==> src/rtl/anc_del_pkg.sv <==
package anc_del_pkg;
  localparam int VW = 10;
  localparam int DIDW = 8;
  localparam int DCW = 8;
  localparam int PKT_FIXED = 7;
  localparam logic [VW-1:0] WORD_LO = 10'h000;
  localparam logic [VW-1:0] WORD_HI = 10'h3FF;
  localparam logic [VW-1:0] BLANK_Y = 10'h040;
  localparam logic [VW-1:0] BLANK_C = 10'h200;
  typedef logic [VW-1:0] vword_t;
endpackage

==> src/rtl/anc_delay_line.sv <==
module anc_delay_line
  import anc_del_pkg::*;
#(
  parameter int DEPTH = 6
) (
  input  logic                      clk,
  input  logic                      rst_n,
  input  vword_t                    din,
  output logic [DEPTH-1:0][VW-1:0]  taps
);
  logic [DEPTH-1:0][VW-1:0] stage_d;
  logic [DEPTH-1:0][VW-1:0] stage_q;

  always_comb begin
    stage_d = {stage_q[DEPTH-2:0], din};
  end

  always_ff @(posedge clk or negedge rst_n) begin
    if (!rst_n) stage_q <= '0;
    else        stage_q <= stage_d;
  end

  assign taps = stage_q;
endmodule

==> src/rtl/anc_hdr_detect.sv <==
module anc_hdr_detect
  import anc_del_pkg::*;
#(
  parameter int DEPTH   = 6,
  parameter int NUM_DID = 4
) (
  input  logic [DEPTH-1:0][VW-1:0]     taps,
  input  logic [NUM_DID-1:0][DIDW-1:0] did_tab,
  output vword_t                       tail,
  output logic                         anc_hdr,
  output logic                         trs_hdr,
  output logic                         did_hit,
  output logic [DCW-1:0]               dcount
);
  localparam int T0  = DEPTH - 1;
  localparam int T1  = DEPTH - 2;
  localparam int T2  = DEPTH - 3;
  localparam int TID = DEPTH - 4;
  localparam int TDC = DEPTH - 6;

  logic [NUM_DID-1:0] hit_vec;
  vword_t             id_word;

  assign tail    = taps[T0];
  assign id_word = taps[TID];
  assign dcount  = taps[TDC][DCW-1:0];

  // one comparator per programmed identifier, parity bits left out
  for (genvar g = 0; g < NUM_DID; g++) begin : g_cmp
    assign hit_vec[g] = (id_word[DIDW-1:0] == did_tab[g]);
  end

  always_comb begin
    anc_hdr = (taps[T0] == WORD_LO) && (taps[T1] == WORD_HI) && (taps[T2] == WORD_HI);
    trs_hdr = (taps[T0] == WORD_HI) && (taps[T1] == WORD_LO) && (taps[T2] == WORD_LO);
    did_hit = |hit_vec;
  end
endmodule

==> src/rtl/anc_del_ctrl.sv <==
module anc_del_ctrl
  import anc_del_pkg::*;
#(
  parameter int CNT_W = 9
) (
  input  logic           clk,
  input  logic           rst_n,
  input  vword_t         tail,
  input  logic           anc_hdr,
  input  logic           trs_hdr,
  input  logic           did_hit,
  input  logic [DCW-1:0] dcount,
  input  logic           anc_en,
  input  logic           trs_en,
  output vword_t         dout,
  output logic           busy
);
  localparam logic [CNT_W-1:0] TRS_REST = CNT_W'(3);
  localparam logic [CNT_W-1:0] PKT_REST = CNT_W'(PKT_FIXED - 1);

  logic [CNT_W-1:0] cnt_q, cnt_d;
  logic             luma_q, luma_d, luma_cur;
  logic             anc_start, trs_start, del_now;
  vword_t           dout_q, dout_d;

  always_comb begin
    busy      = (cnt_q != '0);
    anc_start = anc_hdr && anc_en && did_hit && !busy;
    trs_start = trs_hdr && trs_en && !busy;
    del_now   = anc_start || trs_start || busy;
    luma_cur  = trs_hdr ? 1'b0 : luma_q;
    luma_d    = !luma_cur;
    if (anc_start)      cnt_d = CNT_W'(dcount) + PKT_REST;
    else if (trs_start) cnt_d = TRS_REST;
    else if (busy)      cnt_d = cnt_q - 1'b1;
    else                cnt_d = cnt_q;
    dout_d = del_now ? (luma_cur ? BLANK_Y : BLANK_C) : tail;
  end

  always_ff @(posedge clk or negedge rst_n) begin
    if (!rst_n) begin
      cnt_q  <= '0;
      luma_q <= 1'b0;
      dout_q <= '0;
    end else begin
      cnt_q  <= cnt_d;
      luma_q <= luma_d;
      dout_q <= dout_d;
    end
  end

  assign dout = dout_q;

  AST_BLANK_VALUE: assert property (@(posedge clk) disable iff (!rst_n)
    del_now |=> (dout == BLANK_Y || dout == BLANK_C));
  AST_CNT_IDLE_HOLD: assert property (@(posedge clk) disable iff (!rst_n)
    (!busy && !anc_start && !trs_start) |=> (cnt_q == '0));
  AST_TRS_BLANK: assert property (@(posedge clk) disable iff (!rst_n)
    (trs_hdr && trs_en && !busy) |=> (dout == BLANK_C));
endmodule

==> src/rtl/anc_pkt_deleter.sv <==
module anc_pkt_deleter
  import anc_del_pkg::*;
#(
  parameter int DEPTH = 6
) (
  input  logic            clk,
  input  logic            rst_n,
  input  logic [9:0]      vid_in,
  input  logic            anc_strip_pin,
  input  logic            trs_strip_pin,
  input  logic            cfg_sel,
  input  logic            cfg_anc_strip,
  input  logic            cfg_trs_strip,
  input  logic [7:0]      did_audio,
  input  logic [7:0]      did_audio_ext,
  input  logic [7:0]      did_arbitrary,
  input  logic [7:0]      did_audio_ctl,
  output logic [9:0]      vid_out
);
  localparam int NUM_DID = 4;
  localparam int CNT_W   = $clog2(PKT_FIXED + (1 << DCW));

  logic [DEPTH-1:0][VW-1:0]     taps;
  logic [NUM_DID-1:0][DIDW-1:0] did_tab;
  vword_t                       tail;
  logic                         anc_hdr, trs_hdr, did_hit, busy;
  logic                         anc_en, trs_en;
  logic [DCW-1:0]               dcount;

  always_comb begin
    anc_en  = anc_strip_pin || (cfg_sel && cfg_anc_strip);
    trs_en  = trs_strip_pin || (cfg_sel && cfg_trs_strip);
    did_tab = {did_audio_ctl, did_arbitrary, did_audio_ext, did_audio};
  end

  anc_delay_line #(.DEPTH(DEPTH)) u_dly (
    .clk(clk), .rst_n(rst_n), .din(vid_in), .taps(taps)
  );

  anc_hdr_detect #(.DEPTH(DEPTH), .NUM_DID(NUM_DID)) u_det (
    .taps(taps), .did_tab(did_tab), .tail(tail), .anc_hdr(anc_hdr),
    .trs_hdr(trs_hdr), .did_hit(did_hit), .dcount(dcount)
  );

  anc_del_ctrl #(.CNT_W(CNT_W)) u_ctl (
    .clk(clk), .rst_n(rst_n), .tail(tail), .anc_hdr(anc_hdr),
    .trs_hdr(trs_hdr), .did_hit(did_hit), .dcount(dcount),
    .anc_en(anc_en), .trs_en(trs_en), .dout(vid_out), .busy(busy)
  );

  AST_NONMATCH_PASS: assert property (@(posedge clk) disable iff (!rst_n)
    (anc_hdr && !busy && anc_en && !did_hit) |=> (vid_out == WORD_LO));
  AST_OFF_PASS: assert property (@(posedge clk) disable iff (!rst_n)
    (anc_hdr && !busy && !anc_en) |=> (vid_out == WORD_LO));
  AST_IDLE_LATENCY: assert property (@(posedge clk) disable iff (!rst_n)
    (!busy && !anc_hdr && !trs_hdr) |=> (vid_out == $past(tail)));
endmodule

==> config.mk <==
export PLATFORM = sky130hd
export DESIGN_NAME = anc_pkt_deleter
export DESIGN_NICKNAME = d
export VERILOG_FILES = /design/src/rtl/anc_del_pkg.sv /design/src/rtl/anc_delay_line.sv /design/src/rtl/anc_hdr_detect.sv /design/src/rtl/anc_del_ctrl.sv /design/src/rtl/anc_pkt_deleter.sv
export SDC_FILE = /design/constraint.sdc
export NUM_CORES = 1
export LEC_CHECK = 0
export BUFFER_PORTS_ARGS = -buffer_cell sky130_fd_sc_hd__clkbuf_2
export CAP_MARGIN = 10
export CORE_UTILIZATION = 40
export CTS_CLUSTER_DIAMETER = 100
export DETAILED_ROUTE_END_ITERATION = 12
export GPL_ROUTABILITY_DRIVEN = 0
export PLACE_DENSITY = 0.64
export SETUP_SLACK_MARGIN = 0.2
export SYNTH_ARGS = -nofsm -noshare
export SYNTH_HDL_FRONTEND = slang
export SYNTH_SLANG_ARGS = --single-unit
==> constraint.sdc <==
create_clock -name clk -period 3.4 [get_ports clk]
set_input_delay 0.51 -clock clk [delete_from_list [all_inputs] [get_ports clk]]
set_output_delay 0.51 -clock clk [all_outputs]
set_load 0.02 [all_outputs]
==> metrics.md <==
| Metric | Value |
|---|---|
| Wire per inst | `14.0 um` |
| Combined area of all synthesized cells | `3070 um^2` |
| Leakage | `between 1.5 and 2 nW` |
| Number of global-route vias before repair | `1,937` |
| Pin count of the biggest net entering global routing | `81` |
| Final setup fails | `0` |
| Most frequent cells in the layout | `dfrtp_1, clkbuf_2, xnor2_1, nand4_1, nand2_1` |
| Tightest Hold Check Type | `in2reg` |
| Port Buf Inserts | `58` |
| Fin Clk Skew | `~0.0095 ns` |
| TritonCTS clock tree | `built` |
| Synthesized area per cell | `between 10 and 15 um^2` |
| Top-level port count | `59` |
| Vias after detailed routing | `just under 2,000` |
| Worst path slowest cell | `nor4_1` |
| Worst setup SP type | `flop` |
| Synth warn | `0` |
| Most frequent standard cell in the layout excluding fill and tap cells | `dfrtp_1` |
| Highest net fanout along the worst path | `5` |
| Net Switching | `around 0.00055 W` |
| Layout-stage area growth over the synthesis result | `18.3%` |
| Total placed instance area | `between 3000 and 4000 um^2` |
| Final number of hold-violating endpoints | `0` |
| Post-CTS Repair Setup Buffers | `0` |
| FMAX | `around 0.43 GHz` |
| Global-route usage over all layers | `0.160` |
| Max H-tree Level | `3` |
| Critical path type | `reg2reg` |
| Gate count after technology mapping | `around 240` |
| Gr ovfl total | `0` |
| Number of buffers inserted for hold repair after clock tree synthesis | `0` |
| Cell depth of the worst hold path | `1` |
| Cell-by-cell listing of the critical path | `nor4_4 > nand4b_2 > nor4_1 > o41a_1 > mux2_1` |
| Num CTS Buffers | `9` |
| Overall die width | `89.7 um` |
| Critical register-to-register path endpoint | `u_ctl.cnt_q[0]$_DFFE_PN0P_` |
| Detail Placement HPWL | `between 4000 and 5000 um` |
| Routed via count divided by cell count | `4.94` |
| Max-cap violations | `0` |
| Combinational Power Share | `0.132` |
| Syn_nets | `between 200 and 300` |
| Post-layout min period | `approximately 2.3 ns` |
| Net Sw Frac | `0.267` |
| Antenna viol nets, final | `0` |
| Hold_sp | `vid_in[1]` |
| Worst path setup slack after routing | `1.07 ns` |
| Req. time, crit path | `approximately 3.6 ns` |
| Kind of end point of the critical path | `flop` |
| Largest stage delay on the critical path | `approximately 0.52 ns` |
| Arrival time of the worst setup path | `around 2.5 ns` |
| Final total negative setup slack | `0 ns` |
| Wire length after detailed routing | `5590 um` |
| Portion of total power attributed to sequential cells | `0.551` |
| Final max-slew violation count | `0` |
| Ratio of final minimum period to clock period | `0.685` |
| Detailed router's first-iteration violation count | `between 100 and 150` |
| Worst reg2reg setup slack | `about 1.1 ns` |
| Synthesized flop and latch total | `80` |
| Core ar. | `~7300 um^2` |
| Worst slew slack as a fraction of its limit | `0.362` |
| Startpoint of the worst register-to-register path | `u_ctl.cnt_q[5]$_DFFE_PN0P_` |
| Iteration count of the initial detailed-routing pass | `4` |
| DP Worst Slack | `roughly 1.0 ns` |
| Clk Tree Root Cell | `clkbuf_8` |
| Cell count of the worst reg-to-reg path | `5` |
| Number of distinct library cells after synthesis | `39` |
| PwrDens | `~570 nW/um^2` |
| CTS clock-pin slew for the worst setup and hold paths | `0.08 ns` |
| Initial antenna violation count | `0` |
| Count of clock tree sinks | `80` |
| End point of the most critical hold path | `u_dly.taps[1]$_DFF_PN0_` |
| Die area | `approximately 8000 um^2` |
| # rows | `31` |
| Seq/Total Area, Yosys | `0.651` |
| Outcome | `finished clean` |
| Area of all placed cells without fillers | `3640 um^2` |
| First-pass GRT wire length | `about 9000 um` |
| Actual slew at the worst max-slew pin | `approximately 0.96 ns` |
| RSZ-0062 raised after global routing | `no` |
| Number of DRC violations after detailed routing | `0` |
| Number of antenna cells inserted | `0` |
| Effective utilization at floorplan | `0.419` |
| IR drop worst, VDD | `roughly 0.00036 V` |
| Buffer levels on the longest clock path | `2` |
| Design internal power | `about 0.0015 W` |
| Die Y | `between 80 and 90 um` |
| Clock group share of total power | `0.317` |
| Layout cell share with drive strength beyond 1 | `0.257` |
| Post_cts resized | `0` |
| Final #Nets | `about 350` |
| Clk Latency, worst-skew pair | `0.35 ns` |
[stage by stage]
| stage | hold slack [ns] | utilization | cells | total power [W] |
|---|---|---|---|---|
| 6_report | 0.264 | 0.496 | 399 | 0.00206 |
| 2_1_floorplan | 0.214 | - | 235 | 0.00133 |
| 5_1_grt | 0.237 | 0.496 | 399 | 0.00218 |
| 3_5_place_dp | 0.335 | 0.471 | 384 | 0.00142 |
| 3_3_place_gp | 0.331 | 0.471 | 384 | 0.00142 |
| 4_1_cts | 0.244 | 0.496 | 399 | 0.00208 |
[worst max-delay path, delay by kind of cell, from the launching register on]
kind / cells / cell delay, ns
simple gates: 3 / 1.05
flops: 1 / 0.45
mux: 1 / 0.37
compound gates: 1 / 0.33
[cell type report]
class | instances | area, um^2
multi-input combinational | 141 | 1010
timing repair buffer | 58 | 293
inverter | 6 | 22.5
fill | 656 | 3690
tap | 99 | 124
clock inverter | 5 | 58.8
clock buffer | 10 | 128
sequential | 80 | 2000
[routing by layer]
metal	up-vias	part of all wire	track usage
li1	939	-	-
met1	980	0.43	0.198
met2	43	0.52	0.260
met3	10	0.039	0.0576
met4	0	0.016	0.0563
met5	-	0	0
[synth_stat cells]
master	number	share of area
o41a_1	1	0.0037
a21boi_1	1	0.0024
nor4_4	1	0.0069
nand4_1	15	0.031
nor4_1	9	0.018
and4b_1	1	0.0033
nand4b_2	1	0.0049
nand3_1	4	0.0065
nand2_1	12	0.015
xnor2_1	38	0.11
nor3b_2	1	0.0041
o21ai_1	4	0.0065
nor4b_1	2	0.0057
o2111ai_1	1	0.0028
nor3_1	4	0.0065
and2_1	8	0.016
inv_1	6	0.0073
nor2_1	9	0.011
o211a_1	1	0.0033
buf_2	8	0.013
a21boi_0	1	0.0024
o2bb2ai_1	1	0.0028
ha_1	2	0.0081
nor4bb_1	1	0.0033
or4_4	1	0.0037
nor2_2	1	0.0020
or4_1	1	0.0024
o21ai_0	2	0.0033
a21oi_1	3	0.0049
o221ai_1	1	0.0028
a2bb2oi_1	1	0.0028
dfrtp_1	80	0.65
or3_1	2	0.0041
xor2_1	5	0.014
and4_1	1	0.0028
nand2b_1	1	0.0020
o211ai_1	1	0.0024
mux2_1	1	0.0037
o31ai_1	2	0.0049
[logic make-up after synthesis]
group	count (synthesis)	synth area share
DFF	80	0.651
buffers and inverters	14	0.0204
xor gates and xnor gates	43	0.123
muxes	1	0.00366
adders and majority gates	2	0.00814
and+or+nand+nor	75	0.149
AOI/OAI and AO/OA	20	0.0452
[power groups by stage]
stage | Clock (W) | Combinational [W] | Sequential [W]
detailed placement | 0 | 0.000273 | 0.00115
CTS | 0.000676 | 0.000274 | 0.00113
finish | 0.000652 | 0.000271 | 0.00113
global placement | 0 | 0.000266 | 0.00115
global route | 0.000724 | 0.000311 | 0.00114
floorplan | 0 | 0.000206 | 0.00112
[worst max-delay path by stage]
stage                          startpoint                          to  slack [ns]
3_3_place_gp                      cfg_sel  u_ctl.cnt_q[0]$_DFFE_PN0P_        1.05
5_1_grt        u_ctl.cnt_q[5]$_DFFE_PN0P_  u_ctl.cnt_q[0]$_DFFE_PN0P_        0.94
4_1_cts        u_ctl.cnt_q[5]$_DFFE_PN0P_  u_ctl.cnt_q[0]$_DFFE_PN0P_        1.01
6_report       u_ctl.cnt_q[5]$_DFFE_PN0P_  u_ctl.cnt_q[0]$_DFFE_PN0P_        1.07
3_5_place_dp   u_ctl.cnt_q[5]$_DFFE_PN0P_  u_ctl.cnt_q[0]$_DFFE_PN0P_        1.02
2_1_floorplan  u_ctl.cnt_q[5]$_DFFE_PN0P_  u_ctl.cnt_q[0]$_DFFE_PN0P_        1.47
[registers in the layout, summed over array words and instances (netlist names)]
register,flops
u_ctl.dout,10
u_dly.taps,60
u_ctl.luma_q,1
u_ctl.cnt_q,9
Power figures use the tool's default switching activity.
